File: config.mk
export PLATFORM = sky130hd
export DESIGN_NAME = cos_mem_arbiter
export DESIGN_NICKNAME = d
export VERILOG_FILES = /design/src/rtl/cosarb_pkg.sv /design/src/rtl/cosarb_map.sv /design/src/rtl/cosarb_age.sv /design/src/rtl/cosarb_pick.sv /design/src/rtl/cos_mem_arbiter.sv
export SDC_FILE = /design/constraint.sdc
export NUM_CORES = 1
export LEC_CHECK = 0
export BUFFER_PORTS_ARGS = -buffer_cell sky130_fd_sc_hd__buf_2
export CORE_UTILIZATION = 40
export DETAILED_ROUTE_END_ITERATION = 16
export GPL_TIMING_DRIVEN = 0
export PLACE_DENSITY = 0.65
export SETUP_SLACK_MARGIN = 0.05
export SLEW_MARGIN = 10
export SYNTH_ARGS = -nofsm -noshare
export SYNTH_HDL_FRONTEND = slang
export SYNTH_SLANG_ARGS = --single-unit
File: constraint.sdc
create_clock -name clk -period 11.2 [get_ports clk]
set_input_delay 0.56 -clock clk [delete_from_list [all_inputs] [get_ports clk]]
set_output_delay 0.56 -clock clk [all_outputs]
set_load 0.02 [all_outputs]
File: src/rtl/cosarb_pkg.sv
package cosarb_pkg;
  localparam int PRI_W = 3;
  localparam int PRI_N = 1 << PRI_W;
  typedef enum logic [1:0] {
    COS_NONE = 2'd0,
    COS_ONE  = 2'd1,
    COS_TWO  = 2'd2,
    COS_RSVD = 2'd3
  } cos_e;
endpackage

File: src/rtl/cosarb_map.sv
module cosarb_map
  import cosarb_pkg::*;
#(
  parameter int N_REQ = 4,
  parameter int ID_W  = 4
) (
  input  logic                    clk,
  input  logic                    rst_n,
  input  logic [PRI_N-1:0]        pmap_we,
  input  logic [2*PRI_N-1:0]      pmap_wdata,
  input  logic [(1<<ID_W)-1:0]    idmap_we,
  input  logic [2*(1<<ID_W)-1:0]  idmap_wdata,
  input  logic [N_REQ*ID_W-1:0]   req_id,
  input  logic [N_REQ*PRI_W-1:0]  req_pri,
  output logic [2*PRI_N-1:0]      pmap_q,
  output logic [2*(1<<ID_W)-1:0]  idmap_q,
  output logic [2*N_REQ-1:0]      req_cos
);
  localparam int ID_N = 1 << ID_W;

  logic [2*PRI_N-1:0] ptab_q, ptab_d;
  logic [2*ID_N-1:0]  itab_q, itab_d;

  // next-state: only enabled entries take new data
  always_comb begin
    ptab_d = ptab_q;
    for (int k = 0; k < PRI_N; k++)
      if (pmap_we[k]) ptab_d[2*k +: 2] = pmap_wdata[2*k +: 2];
    itab_d = itab_q;
    for (int k = 0; k < ID_N; k++)
      if (idmap_we[k]) itab_d[2*k +: 2] = idmap_wdata[2*k +: 2];
  end

  always_ff @(posedge clk or negedge rst_n) begin
    if (!rst_n) begin
      ptab_q <= '0;
      itab_q <= '0;
    end else begin
      ptab_q <= ptab_d;
      itab_q <= itab_d;
    end
  end

  assign pmap_q  = ptab_q;
  assign idmap_q = itab_q;

  // classification: identifier table first, urgency table second
  always_comb begin
    for (int i = 0; i < N_REQ; i++) begin
      logic [ID_W-1:0]  id;
      logic [PRI_W-1:0] pr;
      logic [1:0]       ic, pc;
      id = req_id[i*ID_W +: ID_W];
      pr = req_pri[i*PRI_W +: PRI_W];
      ic = itab_q[2*int'(id) +: 2];
      pc = ptab_q[2*int'(pr) +: 2];
      if (ic == COS_ONE || ic == COS_TWO)      req_cos[2*i +: 2] = ic;
      else if (pc == COS_ONE || pc == COS_TWO) req_cos[2*i +: 2] = pc;
      else                                     req_cos[2*i +: 2] = COS_NONE;
    end
  end

  genvar g;
  generate
    for (g = 0; g < PRI_N; g++) begin : g_pchk
      assert_pentry_hold_R3: assert property (@(posedge clk) disable iff (!rst_n)
        !pmap_we[g] |=> $stable(pmap_q[2*g +: 2]));
    end
    for (g = 0; g < ID_N; g++) begin : g_ichk
      assert_ientry_hold_R3: assert property (@(posedge clk) disable iff (!rst_n)
        !idmap_we[g] |=> $stable(idmap_q[2*g +: 2]));
    end
  endgenerate
endmodule

File: src/rtl/cosarb_age.sv
module cosarb_age #(
  parameter int N_REQ = 4,
  parameter int CNT_W = 8
) (
  input  logic                   clk,
  input  logic                   rst_n,
  input  logic [N_REQ-1:0]       req_valid,
  input  logic [N_REQ-1:0]       req_take,
  output logic [N_REQ*CNT_W-1:0] wait_cnt
);
  localparam logic [CNT_W-1:0] CNT_MAX = {CNT_W{1'b1}};

  genvar g;
  generate
    for (g = 0; g < N_REQ; g++) begin : g_cnt
      logic [CNT_W-1:0] cnt_q, cnt_d;
      logic             cnt_en;

      always_comb begin
        cnt_en = 1'b1;
        cnt_d  = cnt_q;
        if (!req_valid[g] || req_take[g]) cnt_d = '0;
        else if (cnt_q != CNT_MAX)        cnt_d = cnt_q + 1'b1;
        else                              cnt_en = 1'b0;
      end

      always_ff @(posedge clk or negedge rst_n) begin
        if (!rst_n)      cnt_q <= '0;
        else if (cnt_en) cnt_q <= cnt_d;
      end

      assign wait_cnt[g*CNT_W +: CNT_W] = cnt_q;

      assert_clear_on_take_R7: assert property (@(posedge clk) disable iff (!rst_n)
        req_take[g] |=> (wait_cnt[g*CNT_W +: CNT_W] == '0));
      assert_no_wrap_R7: assert property (@(posedge clk) disable iff (!rst_n)
        (req_valid[g] && !req_take[g] && wait_cnt[g*CNT_W +: CNT_W] == CNT_MAX)
        |=> (wait_cnt[g*CNT_W +: CNT_W] == CNT_MAX));
    end
  endgenerate
endmodule

File: src/rtl/cosarb_pick.sv
module cosarb_pick
  import cosarb_pkg::*;
#(
  parameter int N_REQ = 4,
  parameter int CNT_W = 8,
  localparam int IDX_W = (N_REQ > 1) ? $clog2(N_REQ) : 1
) (
  input  logic [N_REQ-1:0]       req_valid,
  input  logic [N_REQ*PRI_W-1:0] req_pri,
  input  logic [2*N_REQ-1:0]     req_cos,
  input  logic [N_REQ*CNT_W-1:0] wait_cnt,
  input  logic [CNT_W-1:0]       thr_cos1,
  input  logic [CNT_W-1:0]       thr_cos2,
  output logic                   any_valid,
  output logic [IDX_W-1:0]       sel_idx,
  output logic [N_REQ-1:0]       sel_onehot,
  output logic [PRI_W-1:0]       sel_pri
);
  logic [PRI_W-1:0] eff [N_REQ];
  logic [CNT_W-1:0] wt  [N_REQ];

  genvar g;
  generate
    for (g = 0; g < N_REQ; g++) begin : g_eff
      logic [1:0]       cos;
      logic [CNT_W-1:0] thr;
      logic             promo;
      assign cos   = req_cos[2*g +: 2];
      assign thr   = (cos == COS_ONE) ? thr_cos1 : thr_cos2;
      assign wt[g] = wait_cnt[g*CNT_W +: CNT_W];
      assign promo = (cos == COS_ONE || cos == COS_TWO) && (wt[g] >= thr);
      assign eff[g] = promo ? '0 : req_pri[g*PRI_W +: PRI_W];
    end
  endgenerate

  logic             found;
  logic [PRI_W-1:0] best_eff;
  logic [CNT_W-1:0] best_wait;

  always_comb begin
    found     = 1'b0;
    best_eff  = '0;
    best_wait = '0;
    sel_idx   = '0;
    for (int i = 0; i < N_REQ; i++) begin
      if (req_valid[i]) begin
        if (!found || eff[i] < best_eff ||
            (eff[i] == best_eff && wt[i] > best_wait)) begin
          found     = 1'b1;
          best_eff  = eff[i];
          best_wait = wt[i];
          sel_idx   = IDX_W'(i);
        end
      end
    end
    sel_onehot = '0;
    if (found) sel_onehot[sel_idx] = 1'b1;
  end

  assign any_valid = found;
  assign sel_pri   = best_eff;
endmodule

File: src/rtl/cos_mem_arbiter.sv
module cos_mem_arbiter
  import cosarb_pkg::*;
#(
  parameter int N_REQ = 4,
  parameter int ID_W  = 4,
  parameter int CNT_W = 8,
  localparam int IDX_W = (N_REQ > 1) ? $clog2(N_REQ) : 1,
  localparam int ID_N  = 1 << ID_W
) (
  input  logic                   clk,
  input  logic                   rst_n,
  input  logic [N_REQ-1:0]       req_valid,
  input  logic [N_REQ*ID_W-1:0]  req_id,
  input  logic [N_REQ*PRI_W-1:0] req_pri,
  output logic [N_REQ-1:0]       req_ready,
  output logic                   mem_valid,
  output logic [IDX_W-1:0]       mem_sel,
  output logic [ID_W-1:0]        mem_id,
  output logic [PRI_W-1:0]       mem_pri,
  input  logic                   mem_ready,
  input  logic [PRI_N-1:0]       pmap_we,
  input  logic [2*PRI_N-1:0]     pmap_wdata,
  output logic [2*PRI_N-1:0]     pmap_q,
  input  logic [ID_N-1:0]        idmap_we,
  input  logic [2*ID_N-1:0]      idmap_wdata,
  output logic [2*ID_N-1:0]      idmap_q,
  input  logic [CNT_W-1:0]       thr_cos1,
  input  logic [CNT_W-1:0]       thr_cos2
);
  // reset: asserted asynchronously, released on the clock
  logic rst_m_q, rst_i_n;
  always_ff @(posedge clk or negedge rst_n) begin
    if (!rst_n) begin
      rst_m_q <= 1'b0;
      rst_i_n <= 1'b0;
    end else begin
      rst_m_q <= 1'b1;
      rst_i_n <= rst_m_q;
    end
  end

  logic [2*N_REQ-1:0]     req_cos;
  logic [N_REQ*CNT_W-1:0] wait_cnt;
  logic [N_REQ-1:0]       sel_onehot;
  logic [N_REQ-1:0]       take;

  cosarb_map #(.N_REQ(N_REQ), .ID_W(ID_W)) u_map (
    .clk(clk), .rst_n(rst_i_n),
    .pmap_we(pmap_we), .pmap_wdata(pmap_wdata),
    .idmap_we(idmap_we), .idmap_wdata(idmap_wdata),
    .req_id(req_id), .req_pri(req_pri),
    .pmap_q(pmap_q), .idmap_q(idmap_q), .req_cos(req_cos)
  );

  cosarb_age #(.N_REQ(N_REQ), .CNT_W(CNT_W)) u_age (
    .clk(clk), .rst_n(rst_i_n),
    .req_valid(req_valid), .req_take(take), .wait_cnt(wait_cnt)
  );

  cosarb_pick #(.N_REQ(N_REQ), .CNT_W(CNT_W)) u_pick (
    .req_valid(req_valid), .req_pri(req_pri), .req_cos(req_cos),
    .wait_cnt(wait_cnt), .thr_cos1(thr_cos1), .thr_cos2(thr_cos2),
    .any_valid(mem_valid), .sel_idx(mem_sel),
    .sel_onehot(sel_onehot), .sel_pri(mem_pri)
  );

  assign req_ready = mem_ready ? sel_onehot : '0;
  assign take      = req_ready & req_valid;
  assign mem_id    = req_id[int'(mem_sel)*ID_W +: ID_W];

  assert_single_grant_R8: assert property (@(posedge clk) disable iff (!rst_i_n)
    $onehot0(req_ready));
  assert_grant_to_valid_R8: assert property (@(posedge clk) disable iff (!rst_i_n)
    (req_ready & ~req_valid) == '0);
  assert_grant_needs_ready_R8: assert property (@(posedge clk) disable iff (!rst_i_n)
    !mem_ready |-> (req_ready == '0));
  assert_offer_when_pending_R8: assert property (@(posedge clk) disable iff (!rst_i_n)
    (|req_valid) |-> mem_valid);
endmodule

-- After elaboration in Yosys (flattened, before gate mapping)
Cells that the tools add are included.
W data, S select, Z words.
- register bits: 82
- input bits: 123
- output and inout port bits: 62
- logic and storage cells: 193
- $add $sub $neg: 4
- $lt $le $gt $ge: 12
- eq/ne operators: 31
- shifts and indexed selects: 9
- muxes and demuxes: 61
- bitwise gates (word level): 1
- reduce and logical (&&, ||, !) cells: 45
- operator list (cell ; count):
    $mux W8 ; 17
    $shiftx A32 B6 Y2 ; 4
    $shiftx A16 B5 Y2 ; 4
    $mux W3 ; 11
    $add A8 B1 Y8 const B ; 4
    $ge A8 B8 Y1 ; 4
    $ne A8 B8 Y1 const B ; 4
    $mux W2 ; 13
    $eq A2 B1 Y1 const B ; 12
    $eq A2 B2 Y1 const B ; 12
    $gt A8 B8 Y1 ; 3
    $logic_or A1 B1 Y1 ; 22
    $mux W1 ; 17
    $shiftx A16 B5 Y4 ; 1
    $eq A3 B3 Y1 ; 3
    $lt A3 B3 Y1 ; 3
    $logic_and A1 B1 Y1 ; 8
    $mux W4 ; 2
    $reduce_and A2 Y1 ; 4
    $reduce_bool A2 Y1 ; 4
    $logic_not A1 Y1 ; 7
    $and A4 B4 Y4 ; 1
    $lt A2 B3 Y1 const B ; 1
    $demux W1 S2 ; 1
    $ge A2 B1 Y1 const B ; 1

-- Depth between registers and ports, before layout
- depth after elaboration: 36
- mapped depth: 40
- mapped depth without buffers: 34

-- Cells and area by module
A second synthesis with hierarchy kept.
- cell total of the unflattened synthesis: 704
- area, all modules: 7828.8 um^2
- modules (own cells, without submodules) (module ; instances ; cells an instance ; area each (um^2)):
    cosarb_map ; 1 ; 220 ; 3483.3
    cosarb_pick ; 1 ; 294 ; 2432.3
    cosarb_age ; 1 ; 175 ; 1704.1
    cos_mem_arbiter ; 1 ; 15 ; 209.0

-- Least setup slack after synthesis
Ideal clock, no wire load.
- kind: input -> output
- start: in req_id[0]
- end: out mem_id[0]
- arrival time: 8466 ps
- required time: 10640 ps
- path slack: 2174 ps
- stages: 36
- buffers on the path: 5
- path through: buf_6 -> mux4_1 -> mux4_2 -> maj3_2 -> ha_1 -> clkbuf_1 -> mux2_2 -> ha_1 -> nor3b_1 -> o21ai_0 -> a31oi_1 -> and2_1 -> inv_1 -> ha_1 -> nor2b_1 -> o211ai_1 -> a32oi_1 -> and2_1 -> buf_4 -> buf_6 -> mux2_2 -> ha_1 -> nand4_1 -> nand3b_1 -> a21o_1 -> o211ai_1 -> clkbuf_1 -> nand2_1 -> o21a_1 -> ha_1 -> nor2b_1 -> o211ai_2 -> a21oi_1 -> o311ai_4 -> nand3_1 -> o211ai_1
- longest elaborated chain between the ends: 26
- elaborated cells between the ends (all ways): 51
- classes of those cells: order compare: 6; eq/ne: 7; shift: 2; mux: 22; reduce/logical: 14
- RTL lines (what ; RTL line ; source):
    start, declared ; cos_mem_arbiter.sv:13 ; input logic [N_REQ*ID_W-1:0] req_id,
    $shiftx A32 B6 Y2 * ; cosarb_map.sv:55 ; ic = itab_q[2*int'(id) +: 2];
    $eq A2 B1 Y1 / $eq A2 B2 Y1 (equally long branches) ; cosarb_map.sv:57 ; if (ic == COS_ONE || ic == COS_TWO) req_cos[2*i +: 2] = ic;
    $logic_or A1 B1 Y1 ; cosarb_map.sv:57 ;
    $mux W2 * ; cosarb_map.sv:57 ;
    $eq A2 B1 Y1 ; cosarb_pick.sv:29, cosarb_pick.sv:31 ;
    $mux W8 ; cosarb_pick.sv:29 ; assign thr = (cos == COS_ONE) ? thr_cos1 : thr_cos2;
    $ge A8 B8 Y1 ; cosarb_pick.sv:31 ; assign promo = (cos == COS_ONE || cos == COS_TWO) && (wt[g] >= thr);
    $logic_and A1 B1 Y1 * ; cosarb_pick.sv:31 ;
    (+11 left out) ; -- ;
    $mux W8, or another cell as far along ; cosarb_pick.sv:46 ; if (req_valid[i]) begin
    $gt A8 B8 Y1, or another cell as far along ; cosarb_pick.sv:48 ; (eff[i] == best_eff && wt[i] > best_wait)) begin
    $logic_and A1 B1 Y1 / $logic_or A1 B1 Y1 (equally long branches) ; cosarb_pick.sv:48, cosarb_pick.sv:47 ;
    $logic_or A1 B1 Y1 ; cosarb_pick.sv:47 ; if (!found || eff[i] < best_eff ||
    $mux W2 ; cosarb_pick.sv:47 ;
    $mux W2 * ; cosarb_pick.sv:46 ;
    net mem_sel[1] ; cos_mem_arbiter.sv:17 ; output logic [IDX_W-1:0] mem_sel,
    $shiftx A16 B5 Y4 * ; cos_mem_arbiter.sv:69 ; assign mem_id = req_id[int'(mem_sel)*ID_W +: ID_W];
    end, declared ; cos_mem_arbiter.sv:18 ; output logic [ID_W-1:0] mem_id,
The timed path passes the listed nets; every way through them passes the cells marked *.

-- Final worst setup path
- start: in req_id[5]
- end: out mem_pri[1]
- longest elaborated chain between the ends: 24
- elaborated cells between the ends (all ways): 45
- classes of those cells: order compare: 6; eq/ne: 7; shift: 1; mux: 17; reduce/logical: 14
- RTL lines (what ; RTL line ; source):
    $shiftx A32 B6 Y2 * ; cosarb_map.sv:55 ;
    $eq A2 B1 Y1 / $eq A2 B2 Y1 (equally long branches) ; cosarb_map.sv:57 ;
    $logic_or A1 B1 Y1 ; cosarb_map.sv:57 ;
    $mux W2 * ; cosarb_map.sv:57 ;
    $eq A2 B1 Y1 ; cosarb_pick.sv:29, cosarb_pick.sv:31 ;
    $mux W8 ; cosarb_pick.sv:29 ;
    $ge A8 B8 Y1 ; cosarb_pick.sv:31 ;
    $logic_and A1 B1 Y1 * ; cosarb_pick.sv:31 ;
    (+8 left out) ; -- ;
    $logic_or A1 B1 Y1 ; cosarb_pick.sv:47 ;
    $mux W8, or another cell as far along ; cosarb_pick.sv:47 ;
    $mux W8, or another cell as far along ; cosarb_pick.sv:46 ;
    $gt A8 B8 Y1, or another cell as far along ; cosarb_pick.sv:48 ;
    $logic_and A1 B1 Y1 / $logic_or A1 B1 Y1 (equally long branches) ; cosarb_pick.sv:48, cosarb_pick.sv:47 ;
    $logic_or A1 B1 Y1 ; cosarb_pick.sv:47 ;
    $mux W3 ; cosarb_pick.sv:47 ;
    $mux W3 * ; cosarb_pick.sv:46 ;
    end, declared ; cos_mem_arbiter.sv:19 ; output logic [PRI_W-1:0] mem_pri,
Every way passes the cells marked *; elsewhere a longest branch is shown, timed or not.

==> impl_metrics.prom <==
# TYPE chip_impl_metric gauge
chip_impl_metric{name="core_region_area",unit="mm2"} 0.01877
chip_impl_metric{name="finish.net_count",unit=""} 1078
chip_impl_metric{name="seq_area",unit="mm2"} 0.002056
chip_impl_metric{name="grt_start_max_net_pins",unit=""} 51
chip_impl_metric{name="cts_resized",unit=""} 0
chip_impl_metric{name="number_of_enable_type_register_cells_in_the_synthesized_netlist",unit=""} 0
chip_impl_info{name="netlist_top_cells_area",value="sky130_fd_sc_hd__dfrtp_1 (27%), sky130_fd_sc_hd__ha_1 (12%), sky130_fd_sc_hd__mux2_2 (10%)"} 1
chip_impl_metric{name="max_stage_delay",unit="ns"} 0.49
chip_impl_metric{name="synth_cell_types",unit=""} 60
chip_impl_metric{name="timing_hold_violations_final",unit=""} 0
chip_impl_info{name="tritoncts",value="built"} 1
chip_impl_info{name="post-synth-top-count-cell",value="sky130_fd_sc_hd__dfrtp_1"} 1
chip_impl_metric{name="detail_route.first_pass.iterations",unit=""} 5
chip_impl_metric{name="floorplan.die.width",unit="um"} 140.5
chip_impl_metric{name="layout-drive-gt1-share",unit=""} 0.3529
chip_impl_metric{name="grt_pass1_vias",unit=""} 6439
chip_impl_metric{name="grt.overflow.total",unit=""} 0
chip_impl_metric{name="synthDominantCellAreaShare",unit=""} 0.2676
chip_impl_metric{name="final_core_util",unit=""} 0.4878
chip_impl_metric{name="instances_no_fill",unit=""} 1121
chip_impl_metric{name="post-cts-setup-buffer-count",unit=""} 0
chip_impl_metric{name="timing_worst_slew_pin_value",unit="ns"} 0.7060
chip_impl_metric{name="vias",unit=""} 6512
chip_impl_info{name="yosys_most_used_dff",value="sky130_fd_sc_hd__dfrtp_1"} 1
chip_impl_metric{name="area_growth_syn_to_layout",unit="%"} 19.38
chip_impl_info{name="critPathMostFrequentCell",value="sky130_fd_sc_hd__ha_1"} 1
chip_impl_info{name="run_status",value="finished clean"} 1
chip_impl_metric{name="finish.instance_area",unit="mm2"} 0.009155
chip_impl_metric{name="detail-route-antenna-nets",unit=""} 0
chip_impl_info{name="critical_path.slowest_cell",value="sky130_fd_sc_hd__o311ai_4"} 1
chip_impl_metric{name="routed_via_density",unit=""} 5.809
chip_impl_metric{name="initial_core_util",unit=""} 0.4086
chip_impl_info{name="cts_root_buffer",value="sky130_fd_sc_hd__clkbuf_16"} 1
chip_impl_info{name="synthTopCellsByCount",value="sky130_fd_sc_hd__dfrtp_1 (82), sky130_fd_sc_hd__ha_1 (73), sky130_fd_sc_hd__mux2_2 (69)"} 1
chip_impl_info{name="critPathKind",value="input port to output pin"} 1
chip_impl_metric{name="gp_routability_congestion",unit=""} 0.9432
chip_impl_metric{name="grtUsageTotal",unit=""} 0.2293
chip_impl_metric{name="drv.max_cap_violation_count",unit=""} 0
chip_impl_metric{name="hpwl",unit="um"} 17130
chip_impl_metric{name="tns",unit="ns"} 0
chip_impl_metric{name="multi_input_area",unit="mm2"} 0.005396
chip_impl_metric{name="clk_pin_slew",unit="ns"} 0.07
chip_impl_metric{name="cellLeakagePower",unit="nW"} 4.126
chip_impl_metric{name="drt_wl_total",unit="um"} 21800
chip_impl_metric{name="yosys_warnings",unit=""} 0
chip_impl_metric{name="htreeDepth",unit=""} 3
chip_impl_metric{name="yosysSeqAreaShare",unit=""} 0.2676
chip_impl_metric{name="total_power",unit="mW"} 1.071
chip_impl_metric{name="layout.filler_cells",unit=""} 1765
chip_impl_metric{name="achievable-frequency",unit="GHz"} 0.09436
chip_impl_metric{name="hold_ws",unit="ns"} 0.2726
chip_impl_metric{name="initialDrtViolationCount",unit=""} 346
chip_impl_metric{name="die_h",unit="um"} 140.5
chip_impl_info{name="nature_of_the_critical_path_startpoint",value="input port"} 1
chip_impl_metric{name="clock_skew_after_layout",unit="ns"} 0.008311
chip_impl_metric{name="drc",unit=""} 0
chip_impl_metric{name="antenna_found_initial",unit=""} 1
chip_impl_info{name="worst_setup_path_end_kind",value="output pin"} 1
chip_impl_metric{name="crit_path_arrival_time",unit="ns"} 10.04
chip_impl_metric{name="post_synth_inst_count",unit=""} 696
chip_impl_metric{name="postSynthRegisterBits",unit=""} 82
chip_impl_metric{name="synth.net_count",unit=""} 892
chip_impl_metric{name="period_share",unit=""} 0.9462
chip_impl_metric{name="avgSynthCellArea",unit="um2"} 11.02
chip_impl_metric{name="final.min_clock_period",unit="ns"} 10.60
chip_impl_metric{name="fp-row-count",unit=""} 50
chip_impl_metric{name="crit_path_max_fanout",unit=""} 10
chip_impl_metric{name="cts-buffers-inserted",unit=""} 9
chip_impl_metric{name="drv_slew",unit=""} 0
chip_impl_metric{name="diodes_inserted",unit=""} 0
chip_impl_metric{name="maximum_ir_drop_on_the_vdd_rail",unit="V"} 0.00008324
chip_impl_metric{name="critical_path_required",unit="ns"} 10.64
chip_impl_metric{name="power.density",unit="mW/mm2"} 117.0
chip_impl_metric{name="first_pass_grt_wire_length",unit="um"} 34760
chip_impl_metric{name="worstSkewPairLatency",unit="ns"} 0.35
chip_impl_metric{name="top_level_ports",unit=""} 185
chip_impl_metric{name="dp_area",unit="mm2"} 0.008864
chip_impl_metric{name="slew_headroom",unit=""} 0.5262
chip_impl_metric{name="mapped_area",unit="mm2"} 0.007669
chip_impl_metric{name="dpl_worst_slack",unit="ns"} 0.6455
chip_impl_metric{name="tritoncts_num_sinks",unit=""} 82
chip_impl_metric{name="post_drt_wl_per_cell",unit="um"} 19.44
chip_impl_info{name="rsz_0062_raised_after_global_routing",value="false"} 1
chip_impl_metric{name="postSynth.asyncResetShare",unit=""} 1.000
chip_impl_metric{name="place_inst",unit=""} 1105
chip_impl_info{name="synth_area_leader_cell",value="sky130_fd_sc_hd__dfrtp_1"} 1
chip_impl_metric{name="io_buffer_count",unit=""} 174
chip_impl_metric{name="ctsLongestPathBuffers",unit=""} 2
chip_impl_info{name="hold_path_class",value="register to asynchronous set/reset pin"} 1
chip_impl_metric{name="final-setup-viol-count",unit=""} 0
chip_impl_metric{name="die_area",unit="mm2"} 0.01973
chip_impl_metric{name="fin_worst_setup_slack",unit="ns"} 0.6028
==> report_power, final <==
group / switching, mW / leakage (nW) / internal [mW]
sequential: 0.0404 / 1.02 / 0.319
clock: 0.138 / 0.143 / 0.155
combinational: 0.223 / 2.96 / 0.196
==> routing by layer <==
layer / vias up / part of all wire / global-route usage
li1: 3112 / - / -
met1: 3123 / 0.44 / 0.3056
met2: 233 / 0.47 / 0.3729
met3: 42 / 0.057 / 0.04034
met4: 2 / 0.030 / 0.08638
met5: - / 0.00078 / 0
==> state kept, by name (all words and copies together), names as in the netlist <==
signal             count
rst_m_q                1
u_map.pmap_q          16
u_age.g_cnt.cnt_q     32
rst_i_n                1
u_map.idmap_q         32
==> cells by family after synthesis <==
family	Yosys count	share of synthesized area
compound gates	129	0.1168
other cells	1	0.0004890
simple gates	181	0.1198
mux	164	0.3221
buf+inv	46	0.02871
fa+ha+maj	81	0.1309
xor+xnor	12	0.01371
flops	82	0.2676
==> worst paths after layout <==
| kind | from | endpoint | cells after the start | slack (ns) |
|---|---|---|---|---|
| max in group asynchronous | rst_i_n | u_age.g_cnt[0].cnt_q[1] | 1 | 10.33 |
| setup / recovery | req_id[5] | mem_pri[1] | 38 | 0.60 |
| hold reg to reg | rst_i_n | u_map.idmap_q[16] | 0 | 0.27 |
| hold / removal | rst_i_n | u_map.idmap_q[16] | 0 | 0.27 |
| min in group clk | rst_m_q | rst_i_n | 0 | 0.35 |
| setup reg to reg | u_map.idmap_q[7] | u_age.g_cnt[1].cnt_q[6] | 37 | 1.68 |
==> final cells by class <==
| type | instances | area share |
|---|---|---|
| inverters | 21 | 0.008610 |
| clock buffers | 9 | 0.02460 |
| well taps | 234 | 0.03198 |
| clock inverters | 7 | 0.006560 |
| repair buffers | 176 | 0.09922 |
| flip-flops and latches | 82 | 0.2245 |
| multi-input cells | 568 | 0.5894 |
| plain buffers | 24 | 0.01503 |
==> critical path: cells and delay by family <==
family,cells,cell delay [ns]
adders and majority gates,6,1.56
AOI/OAI and AO/OA,13,2.99
and+or+nand+nor,9,1.50
buffers and inverters,6,1.94
muxes,4,1.43
==> what timing repair did <==
item,4_1_cts,5_1_grt
setup endpoints to repair,0,3
hold buffers,1,0
hold endpoints to repair,2,0
==> placed cells by master, fill, tap and decap left out, types with 9 or more instances in the layout <==
| cell type | n |
|---|---|
| sky130_fd_sc_hd__nand3_1 | 21 |
| sky130_fd_sc_hd__nand2_1 | 54 |
| sky130_fd_sc_hd__nor2_1 | 32 |
| sky130_fd_sc_hd__mux4_2 | 28 |
| sky130_fd_sc_hd__clkbuf_1 | 14 |
| sky130_fd_sc_hd__and2_1 | 9 |
| sky130_fd_sc_hd__inv_1 | 21 |
| sky130_fd_sc_hd__a21oi_1 | 32 |
| sky130_fd_sc_hd__o21a_1 | 11 |
| sky130_fd_sc_hd__nand4_1 | 16 |
| sky130_fd_sc_hd__ha_1 | 73 |
| sky130_fd_sc_hd__nor3b_1 | 10 |
| sky130_fd_sc_hd__dfrtp_1 | 81 |
| sky130_fd_sc_hd__o21ai_0 | 18 |
| sky130_fd_sc_hd__clkbuf_16 | 9 |
| sky130_fd_sc_hd__buf_2 | 176 |
| sky130_fd_sc_hd__mux2i_1 | 42 |
| sky130_fd_sc_hd__xnor2_1 | 9 |
| sky130_fd_sc_hd__o211ai_1 | 17 |
| sky130_fd_sc_hd__mux4_1 | 24 |
| sky130_fd_sc_hd__mux2_2 | 69 |
| sky130_fd_sc_hd__and3_1 | 9 |
(Power assumes the default switching activity.)
